<file path="config.mk">
export PLATFORM = sky130hd
export DESIGN_NAME = horner_eval
export DESIGN_NICKNAME = d
export VERILOG_FILES = /design/src/rtl/horner_pkg.sv /design/src/rtl/horner_coef_rom.sv /design/src/rtl/horner_seq.sv /design/src/rtl/horner_mac.sv /design/src/rtl/horner_eval.sv
export SDC_FILE = /design/constraint.sdc
export NUM_CORES = 1
export LEC_CHECK = 0
export BUFFER_PORTS_ARGS = -buffer_cell sky130_fd_sc_hd__buf_2
export CAP_MARGIN = 20
export CORE_MARGIN = 2
export CORE_UTILIZATION = 60
export DETAILED_ROUTE_END_ITERATION = 8
export GPL_TIMING_DRIVEN = 0
export PLACE_DENSITY = 0.88
export SETUP_SLACK_MARGIN = 0.15
export SYNTH_ARGS = -nofsm -noshare
export SYNTH_HDL_FRONTEND = slang
export SYNTH_SLANG_ARGS = --single-unit
</file>
<file path="constraint.sdc">
create_clock -name clk -period 20.7 [get_ports clk]
set_input_delay 2.07 -clock clk [delete_from_list [all_inputs] [get_ports clk]]
set_output_delay 2.07 -clock clk [all_outputs]
set_load 0.02 [all_outputs]
</file>
<file path="src/rtl/horner_pkg.sv">
package horner_pkg;
  // Width of a counter that must hold values 0..max_val (at least one bit).
  function automatic int cnt_width(input int max_val);
    int w;
    w = 1;
    while ((1 << w) <= max_val) w++;
    return w;
  endfunction
endpackage

</file>
<file path="src/rtl/horner_coef_rom.sv">
module horner_coef_rom #(
  parameter int WIDTH  = 32,
  parameter int DEGREE = 3,
  parameter int IW     = 2,
  parameter logic [(DEGREE+1)*WIDTH-1:0] TABLE = '0
) (
  input  logic [IW-1:0]           idx,
  output logic signed [WIDTH-1:0] coef,
  output logic signed [WIDTH-1:0] coef_top
);
  localparam int ENTRIES = DEGREE + 1;

  logic signed [WIDTH-1:0] tbl [ENTRIES];

  for (genvar k = 0; k < ENTRIES; k++) begin : g_unpack
    assign tbl[k] = TABLE[k*WIDTH +: WIDTH];
  end

  always_comb begin
    coef = tbl[0];
    for (int k = 0; k < ENTRIES; k++) begin
      if (int'(idx) == k) coef = tbl[k];
    end
  end

  assign coef_top = tbl[DEGREE];
endmodule

</file>
<file path="src/rtl/horner_seq.sv">
module horner_seq #(
  parameter int DEGREE = 3,
  parameter int CW     = 2
) (
  input  logic          clk,
  input  logic          rst,
  output logic [CW-1:0] remain,
  output logic [CW-1:0] coef_idx,
  output logic          step,
  output logic          ready
);
  localparam logic [CW-1:0] START = CW'(DEGREE);

  always_ff @(posedge clk) begin
    if (rst) begin
      remain <= START;
      ready  <= 1'b0;
    end else if (!ready) begin
      if (remain <= CW'(1)) ready <= 1'b1;
      if (remain != '0) remain <= remain - CW'(1);
    end
  end

  assign step     = !rst && !ready && (remain != '0);
  assign coef_idx = (remain == '0) ? '0 : remain - CW'(1);

  // reset clears completion
  a_r1_reset_clears: assert property (@(posedge clk) rst |=> !ready);
  // completion is sticky until reset
  a_r5_ready_sticky: assert property (@(posedge clk) disable iff (rst)
    ready |=> ready);
  // the countdown moves by exactly one per working cycle
  a_r4_countdown: assert property (@(posedge clk) disable iff (rst)
    (!ready && remain != '0) |=> (remain == $past(remain) - CW'(1)));
  // completion only once every coefficient has been consumed
  a_r4_done_empty: assert property (@(posedge clk) disable iff (rst)
    ready |-> remain == '0);
endmodule

</file>
<file path="src/rtl/horner_mac.sv">
module horner_mac #(
  parameter int WIDTH = 32
) (
  input  logic                    clk,
  input  logic                    load,
  input  logic                    step,
  input  logic signed [WIDTH-1:0] load_val,
  input  logic signed [WIDTH-1:0] x,
  input  logic signed [WIDTH-1:0] coef,
  output logic signed [WIDTH-1:0] acc
);
  localparam int PW = 2 * WIDTH;

  logic signed [PW-1:0]    prod;
  logic signed [WIDTH-1:0] prod_lo;

  assign prod    = PW'(acc) * PW'(x);
  assign prod_lo = prod[WIDTH-1:0];

  always_ff @(posedge clk) begin
    if (load)      acc <= load_val;
    else if (step) acc <= prod_lo + coef;
  end
endmodule

</file>
<file path="src/rtl/horner_eval.sv">
module horner_eval #(
  parameter int WIDTH  = 32,
  parameter int DEGREE = 3,
  parameter logic [(DEGREE+1)*WIDTH-1:0] COEFS =
    {32'sd3, -32'sd2, -32'sd4, 32'sd5}
) (
  input  logic                    clk,
  input  logic                    rst,
  input  logic signed [WIDTH-1:0] x,
  output logic signed [WIDTH-1:0] result,
  output logic                    ready
);
  localparam int CW = horner_pkg::cnt_width(DEGREE);

  logic [CW-1:0]           remain;
  logic [CW-1:0]           coef_idx;
  logic                    step;
  logic signed [WIDTH-1:0] coef;
  logic signed [WIDTH-1:0] coef_top;

  horner_coef_rom #(.WIDTH(WIDTH), .DEGREE(DEGREE), .IW(CW), .TABLE(COEFS)) u_rom (
    .idx(coef_idx), .coef(coef), .coef_top(coef_top)
  );

  horner_seq #(.DEGREE(DEGREE), .CW(CW)) u_seq (
    .clk(clk), .rst(rst), .remain(remain), .coef_idx(coef_idx),
    .step(step), .ready(ready)
  );

  horner_mac #(.WIDTH(WIDTH)) u_mac (
    .clk(clk), .load(rst), .step(step), .load_val(coef_top),
    .x(x), .coef(coef), .acc(result)
  );

  // result frozen once complete
  a_r5_result_frozen: assert property (@(posedge clk) disable iff (rst)
    ready |=> $stable(result));
  // after a reset the accumulator restarts at the top coefficient
  a_r6_restart_top: assert property (@(posedge clk)
    rst |=> (result == coef_top));
endmodule

</file>
# Word level (Yosys, flattened, before mapping)
# Index checks and enable logic that the tools add are counted.
dict set report totals {
  register_bits 35
  latchBits 0
  ram_bits 0
  mem_bits_ro 0
  inputBits 34
  out_inout_bits 33
  elab_cells 24
  mem_count 0
}
dict set report classes {
  n_addsub 2
  mul 1
  div_mod_pow 0
  order_cmp 1
  eq_ne 3
  shift 0
  mux 6
  bitwise 1
  reduce_logical 7
}
# operator n
set op_table {}
lappend op_table {{two-way mux 32 bit} 3}
lappend op_table {{adder 32 bit} 1}
lappend op_table {{multiplier 32 x 32 -> 32 bit} 1}
lappend op_table {{== test 2 bit (second input constant)} 2}
lappend op_table {{== test 2 x 1 -> 1 bit (second input constant)} 1}
lappend op_table {{<= comparator 2 x 1 -> 1 bit (second input constant)} 1}
lappend op_table {{logical AND 1 bit} 2}
lappend op_table {{logical NOT 1 bit} 2}
lappend op_table {{logical NOT 2 bit} 1}
lappend op_table {{two-way mux 1 bit} 2}
lappend op_table {{two-way mux 2 bit} 1}
lappend op_table {{AND reduction 2 bit} 1}
lappend op_table {{nonzero test 2 bit} 1}
lappend op_table {{subtractor 2 x 1 -> 2 bit (second input constant)} 1}
lappend op_table {{inverter 1 bit} 1}

# Longest topological paths before layout
# Gate-level depths: netlist of run 1.
dict set report logic_depth {
  word_depth 7
  ltp_mapped 29
}

# Modules after synthesis
# From an unflattened synthesis of run 1, not the netlist that was laid out.
dict set report unflattened {
  cells_unflattened 2103
  hier_area_um2 19183.4
}
# mod n_inst cells_each area_each_um2 seq_area_each_um2
set by_module_without_submodules {}
lappend by_module_without_submodules {horner_mac 1 2017 18510.3 960.9}
lappend by_module_without_submodules {horner_coef_rom 1 68 500.5 0.0}
lappend by_module_without_submodules {horner_seq 1 18 172.7 60.1}

# Worst setup path after synthesis of run 1
# OpenSTA, ideal clock, no wires.
dict set report synth_timing {
  path_type {input port to flip-flop}
  startpoint {input x[3]}
  endpoint {register u_mac.acc[31]}
  setup_ps 70
  arrival_ps 8397
  setup_slack_ps 12233
  cell_stages 25
  n_path_buf 2
  cell_sequence {clkbuf_1 > clkbuf_1 > and2_1 > fa_1 > fa_1 > inv_1 > fa_1 > fa_1 > fa_1 > fa_1 > inv_1 > fa_1 > inv_1 > fa_1 > inv_1 > ha_1 > and3_1 > and4_1 > nand3_1 > nor4_2 > o211ai_1 > a21oi_2 > nor3_1 > nand3b_1 > a21oi_1}
}
dict set report synth_via {
  elab_chain_len 2
}
# item line_no
set synth_lines {}
lappend synth_lines {{from (decl)} horner_eval.sv:9} ;# input logic signed [WIDTH-1:0] x,
lappend synth_lines {{multiplier 32 x 32 -> 32 bit} horner_mac.sv:17} ;# assign prod = PW'(acc) * PW'(x);
lappend synth_lines {{adder 32 bit} horner_mac.sv:22} ;# else if (step) acc <= prod_lo + coef;
lappend synth_lines {{to (signal assigned)} horner_mac.sv:21} ;# if (load) acc <= load_val;
lappend synth_lines {{to (signal assigned)} horner_mac.sv:22}
lappend synth_lines {{to (decl)} horner_mac.sv:10} ;# output logic signed [WIDTH-1:0] acc
# Every way passes these cells.
# A chain may end at the register's enable or synchronous reset.

# Worst setup path in the final report of run 1
dict set report layout_timing {
  startpoint {input x[3]}
  endpoint {register u_mac.acc[29]}
}
# The elaborated chain is that of the path after synthesis.

==> out/results.txt, run 1 <==
Post-CTS Setup Bufs: 0
Rows: 64
Clk sinks: 35
Root buf cell: clkbuf_16
Post-CTS sizing: 0
CP arrival: 10.06 ns
Multiplexer share of the synthesized area: 0
Top cells by count, synth: inv_1, fa_1, and2_1
Area of the core: 0.0305 mm^2
Io pins: 67
Drt initial violations: 1363
Drt first pass iters: 6
Placer congestion estimate: 1.03
Top cell type's share of synthesized area: 0.472
Gr usage total: 0.376
Area leader, netlist: fa_1
Unrepaired setup endpoints after global routing: false
Crit path kind: input port to flop
Via Count: 14590
Initial Util: 0.609
Distinct cells, synth: 57
Period utilisation layout: 0.478
Xor/xnor share of the synthesized area: 0.0418
Status: finished, final reports clean
Count leader, synth: inv_1
CTS H-Tree Depth: 2
Setup crit end kind: flop
Post-DP HPWL: 47100 um
Main combinational cell family by area after synthesis: adder cells
Clk buf depth: 2
Largest net degree at the start of global routing: 17
Final min period: 9.90 ns
Chip width: 180 um
Final setup violation count: 0
Adder-cell share of the synthesized area: 0.577
Die height: 180 um
Port Buffers: 61
Final hold vios: 0
Post-synth EDFFs: 0
Fraction of registers with async set/reset: 0
DRC: 0
# fillers: 2447
CTS Hold Bufs: 0
Synthesized area: 0.0186 mm^2
Max-cap violation count: 0
Worst skew pair latency: 0.29 ns
Predominant post-synthesis flop cell: dfxtp_1
Post-Synth Simple-Gate Area: 0.176
Overflow after GRT: 0
Startpoint Class: input port
Warning count from the yosys run: 0
Reg clk slew, reported paths: 0.06 ns
Synth Area in Compound Gates: 0.0374
Num CTS Buffers: 5
Die Area: 0.0324 mm^2
Synth Net Count: 2713
Final Net Count: 2782
FF+latch count, synth: 35
Vias per inst: 5.71
First-pass GRT wire length: 91100 um
CTS tree: yes
Syn Area/Cell: 8.91 um^2
Fmax: 101 MHz
Slew Limit Headroom: 0.168
Vias in the first global route: 16116
Sequential-to-total area share from yosys stat: 0.0377
Final ANT Viol Nets: 0
Share of cells above drive strength 1: 0.0460
Routed len/inst: 22.7 um
Slew Viols, Final: 0
Required time of the critical path: 20.86 ns
Synth Instances: 2085
Wirelength, routed: 58100 um
Initial antenna violation count: 2
Crit path max fanout: 10
Hold WC Path Type: flop to flop
Slew @ Worst Pin: 1.25 ns
Area growth, synth to finish: 5.30%
Synth top area cells: fa_1, inv_1, ha_1
Setup Total Neg Slack: 0 ns
Clk_skew: 0.00547 ns
-- critical path, cell delays in order --
cell	delay, ns
buf_2	0.10
clkbuf_1	0.50
clkbuf_1	0.49
and2_1	0.24
fa_1	0.45
fa_1	0.50
inv_1	0.05
fa_1	0.47
fa_1	0.54
inv_1	0.05
fa_1	0.48
fa_1	0.52
fa_1	0.49
inv_1	0.05
fa_1	0.48
inv_1	0.07
ha_1	0.38
and3_1	0.26
and4_1	0.24
nand3_1	0.17
nor4_2	0.57
o211ai_1	0.28
nand2_1	0.16
xnor2_1	0.18
o21ai_0	0.12
nor2b_1	0.15
-- per-stage QoR --
stage          instance area, um^2  hold WS [ns]  std cells  setup WS, ns  utilization
2_1_floorplan                18600         0.465       2085         12.23            -
3_3_place_gp                 19400         0.469       2542         10.80        0.635
3_5_place_dp                 19400         0.486       2543         10.77        0.636
4_1_cts                      19500         0.501       2550         11.03        0.641
5_1_grt                      19500         0.528       2552         10.72        0.641
6_report                     19600         0.522       2555         10.80        0.641
-- routing by layer --
metal  vias up  share of wire  track usage
met4         0          0.081        0.233
met1      7248           0.35        0.454
met3       271           0.13        0.139
li1       6127              -            -
met5         -              0            0
met2       944           0.44        0.573
-- area by class of cell --
cell class                 count  area, um^2  share of cell area
antenna                        5        12.5            0.000640
buffer                       103         412              0.0211
clock buffer                   6         139             0.00710
clock inverter                 1        5.00            0.000256
inverter                     530        1990               0.102
multi-input combinational   1417       15500               0.791
sequential                    35         701              0.0358
tap                          396         495              0.0253
timing repair buffer          62         333              0.0170
-- final timing paths --
check / from / slack, ns / depth (start not counted) / end
setup / recovery: x[3] / 10.80 / 26 / u_mac.acc[29]
hold / removal: u_seq.ready / 0.52 / 2 / u_seq.ready
setup reg to reg: u_seq.remain[0] / 11.83 / 28 / u_mac.acc[29]
hold reg to reg: u_seq.ready / 0.52 / 2 / u_seq.ready
-- registers in the layout, summed over array words and instances (netlist names) --
signal / count
u_mac.acc: 32
u_seq.remain: 2
u_seq.ready: 1
-- placed cells by master (no fill, tap or decap), drive strengths merged, types with 6 or more instances in the layout --
| master | instances |
|---|---|
| ha | 156 |
| xor2 | 12 |
| clkbuf | 96 |
| inv | 530 |
| fa | 438 |
| o21ai | 9 |
| a31oi | 6 |
| dfxtp | 35 |
| nand2 | 276 |
| nor2 | 21 |
| xnor2 | 69 |
| and2 | 307 |
| a21o | 12 |
| a21oi | 43 |
| buf | 75 |
-- cells by family after synthesis --
logic type               count (synthesis)
AND/OR/NAND/NOR                        639
flip-flops                              35
adder cells (fa/ha/maj)                594
AO/OA/AOI/OAI                          101
buffers and inverters                  633
XOR/XNOR                                83
Power of run 1 is not shown: default switching activity piles up to over one toggle a cycle in this logic, so the estimate is an artifact.
==> run 2: changes to the inputs <==
--- a/config.mk
+++ b/config.mk
@@ -5,13 +5,14 @@
 export SDC_FILE = /design/constraint.sdc
 export NUM_CORES = 1
 export LEC_CHECK = 0
+export ABC_AREA = 1
 export BUFFER_PORTS_ARGS = -buffer_cell sky130_fd_sc_hd__buf_2
 export CAP_MARGIN = 20
 export CORE_MARGIN = 2
 export CORE_UTILIZATION = 60
 export DETAILED_ROUTE_END_ITERATION = 8
 export GPL_TIMING_DRIVEN = 0
-export PLACE_DENSITY = 0.88
+export PLACE_DENSITY = 0.87
 export SETUP_SLACK_MARGIN = 0.15
 export SYNTH_ARGS = -nofsm -noshare
 export SYNTH_HDL_FRONTEND = slang
==> constraint.sdc (replaced) <==
create_clock -name clk -period 10.1 [get_ports clk]
set_input_delay 1.01 -clock clk [delete_from_list [all_inputs] [get_ports clk]]
set_output_delay 1.01 -clock clk [all_outputs]
set_load 0.02 [all_outputs]
==> out/results.txt, run 2 <==
Status: finished, final reports clean (unchanged)
Placed Cells: 3182 (was 2543)
Synth top area cells: fa_1, inv_1, nand2_1 (was fa_1, inv_1, ha_1)
Chip width: 185 um (was 180 um)
Fmax: 117 MHz
Die height: 185 um (was 180 um)
Max-cap violation count: 0 (unchanged)
Rows: 66 (was 64)
Placer congestion estimate: 1.02 (was 1.03)
Crit path kind: input port to flop (unchanged)
Drt first pass iters: 7 (was 6)
Crit path max-delay family: adder cells (unchanged)
Period utilisation layout: 0.850
Slack of the worst reg-to-reg path: 1.58 ns (was 11.83 ns)
Fraction of registers with async set/reset: 0 (unchanged)
First-pass GRT wire length: 101000 um (was 91100 um)
Slew Limit Headroom: 0.142 (was 0.168)
Worst r2r path cells: 29 (was 28)
Largest Register: u_mac.acc (unchanged)
Reg clk slew, reported paths: 0.07 ns (was 0.06 ns)
Final instance count without filler cells: 3195 (was 2555)
Final setup violation count: 0 (unchanged)
Synth Area in Compound Gates: 0.0290 (was 0.0374)
Critical path's most frequent cell: fa_1 (unchanged)
CP Buf/Inv Count: 10 (was 7)
Multi-input gate area in the final layout: 0.0150 mm^2 (was 0.0155 mm^2)
Crit path max fanout: 10 (unchanged)
DRC: 0 (unchanged)
Distinct cells, synth: 40 (was 57)
Post-Synth Simple-Gate Area: 0.177 (was 0.176)
CTS tree: yes (unchanged)
Sequential-to-total area share from yosys stat: 0.0355 (was 0.0377)
Via Count: 17571 (was 14590)
Commonest cells after routing, fill and taps aside: inv_1, nand2_1, fa_1 (was inv_1, fa_1, and2_1)
Synthesized area: 0.0197 mm^2 (was 0.0186 mm^2)
Clk buf depth: 2 (unchanged)
Initial antenna violation count: 2 (unchanged)
Commonest non-fill, non-tap cell in the layout: inv_1 (unchanged)
CTS H-Tree Depth: 2 (unchanged)
Slew @ Worst Pin: 1.29 ns (was 1.25 ns)
CP max stage delay: 0.64 ns (was 0.57 ns)
Top cell type's share of synthesized area: 0.445 (was 0.472)
Place WS: 1.39 ns (was 10.77 ns)
Drt initial violations: 2005 (was 1363)
Post-CTS sizing: 0 (unchanged)
Synth Instances: 2687 (was 2085)
Count leader, synth: inv_1 (unchanged)
Warning count from the yosys run: 0 (unchanged)
Final hold vios: 0 (unchanged)
Die Area: 0.0343 mm^2 (was 0.0324 mm^2)
Hold Crit Depth: 2 (unchanged)
Post-CTS Setup Bufs: 0 (unchanged)
Area growth, synth to finish: 5.51% (was 5.30%)
Hold Path Origin: u_seq.ready (unchanged)
FF+latch count, synth: 35 (unchanged)
Worst skew pair latency: 0.29 ns (about the same)
Gr usage total: 0.403 (was 0.376)
Wirelength, routed: 65700 um (was 58100 um)
Slew Viols, Final: 0 (unchanged)
Post-DP HPWL: 53200 um (was 47100 um)
Port Buffers: 51 (was 61)
Reg-to-reg endpoint: u_mac.acc[30] (was u_mac.acc[29])
Synth Net Count: 3315 (was 2713)
R2R Path Start: u_seq.remain[0] (unchanged)
Routed len/inst: 20.6 um (was 22.7 um)
Adder-cell share of the synthesized area: 0.544 (was 0.577)
Sequential Area: 701 um^2 (unchanged)
Max reg flops: 32 (unchanged)
Top cells by count, synth: inv_1, nand2_1, fa_1 (was inv_1, fa_1, and2_1)
Syn Area/Cell: 7.34 um^2 (was 8.91 um^2)
Predominant post-synthesis flop cell: dfxtp_1 (unchanged)
Clk_skew: 0.00866 ns (was 0.00547 ns)
Io pins: 67 (unchanged)
Unrepaired setup endpoints after global routing: false (unchanged)
Area of the core: 0.0325 mm^2 (was 0.0305 mm^2)
# fillers: 2783 (was 2447)
Final min period: 8.58 ns
Largest net degree at the start of global routing: 14 (was 17)
Clk sinks: 35 (unchanged)
Main combinational cell family by area after synthesis: adder cells (unchanged)
Root buf cell: clkbuf_16 (unchanged)
Largest regs: u_mac.acc (32), u_seq.remain (2), u_seq.ready (1) (unchanged)
Required time of the critical path: 10.29 ns (was 20.86 ns)
Vias in the first global route: 18326 (was 16116)
CP arrival: 8.78 ns (was 10.06 ns)
Startpoint Class: input port (unchanged)
Post-synth EDFFs: 0 (unchanged)
Final Net Count: 3379 (was 2782)
Initial Util: 0.608 (was 0.609)
Hold Path End: u_seq.ready (unchanged)
Share of cells above drive strength 1: 0.0418 (was 0.0460)
Area leader, netlist: fa_1 (unchanged)
Multiplexer share of the synthesized area: 0 (unchanged)
Final worst slack: 1.52 ns (was 10.80 ns)
Final ANT Viol Nets: 0 (unchanged)
Overflow after GRT: 0 (unchanged)
CP max stage cell: clkbuf_1 (was nor4_2)
CTS Hold Bufs: 0 (unchanged)
Setup crit end kind: flop (unchanged)
Xor/xnor share of the synthesized area: 0.00933 (was 0.0418)
Num CTS Buffers: 5 (unchanged)
Hold WC Path Type: flop to flop (unchanged)
Setup Total Neg Slack: 0 ns (unchanged)
Vias per inst: 5.50 (was 5.71)
[run 2: changes by cell type after synthesis, moves of 15 or more]
cell / before / now
and2_1: 307 / 0
inv_1: 530 / 937
nand2_1: 273 / 749
o21ai_0: 7 / 34
nand3_1: 5 / 67
nor2_1: 21 / 36
xnor2_1: 66 / 8
[run 2: worst max path at each step]
stage                         start            end  slack (ns)  cells after the start
floorplan           u_seq.remain[0]  u_mac.acc[26]        2.61                     27
global placement    u_seq.remain[0]  u_mac.acc[28]        1.20                     29
detailed placement            x[12]  u_mac.acc[31]        1.39                     29
CTS                           x[12]  u_mac.acc[31]        1.66                     29
global route        u_seq.remain[0]  u_mac.acc[30]        1.25                     29
finish                        x[12]  u_mac.acc[31]        1.52                     29
[run 2: layout make-up]
type / instances / share of cell area
Multi-Input combinational cell: 1593 / 0.719
Inverter: 942 / 0.170
Sequential cell: 35 / 0.0337
Tap cell: 442 / 0.0266
Buffer: 117 / 0.0253
Timing Repair Buffer: 57 / 0.0172
Clock buffer: 5 / 0.00601
Clock inverter: 3 / 0.00228
Antenna cell: 1 / 0.000120
[run 2: worst min-delay path, cell delays in order, from the launching register on]
cell     delay [ns]
dfxtp_1        0.36
o31ai_1        0.08
inv_1          0.05
[run 2: routing by layer]
layer,GRT usage,up-vias,share of wire
li1,-,7515,-
met1,0.504,8540,0.35
met2,0.619,1212,0.44
met3,0.115,300,0.13
met4,0.249,4,0.074
met5,0,-,0.00043
[run 2: kinds of logic (layout without fill, tap and decap cells)]
group                    count (synthesis)  in the layout
AO/OA/AOI/OAI                           97             97
XOR/XNOR                                21             21
AND/OR/NAND/NOR                        881            881
flip-flops                              35             35
other                                    0              1
adder cells (fa/ha/maj)                594            594
buffers and inverters                 1059           1124
[run 2: metrics by stage]
stage	utilization	cell area, um^2	hold slack [ns]
2_1_floorplan	-	19700	0.487
3_3_place_gp	0.633	20500	0.474
3_5_place_dp	0.634	20600	0.506
4_1_cts	0.639	20700	0.523
5_1_grt	0.641	20800	0.542
6_report	0.641	20800	0.512
Power of run 2 is left out for the same reason.
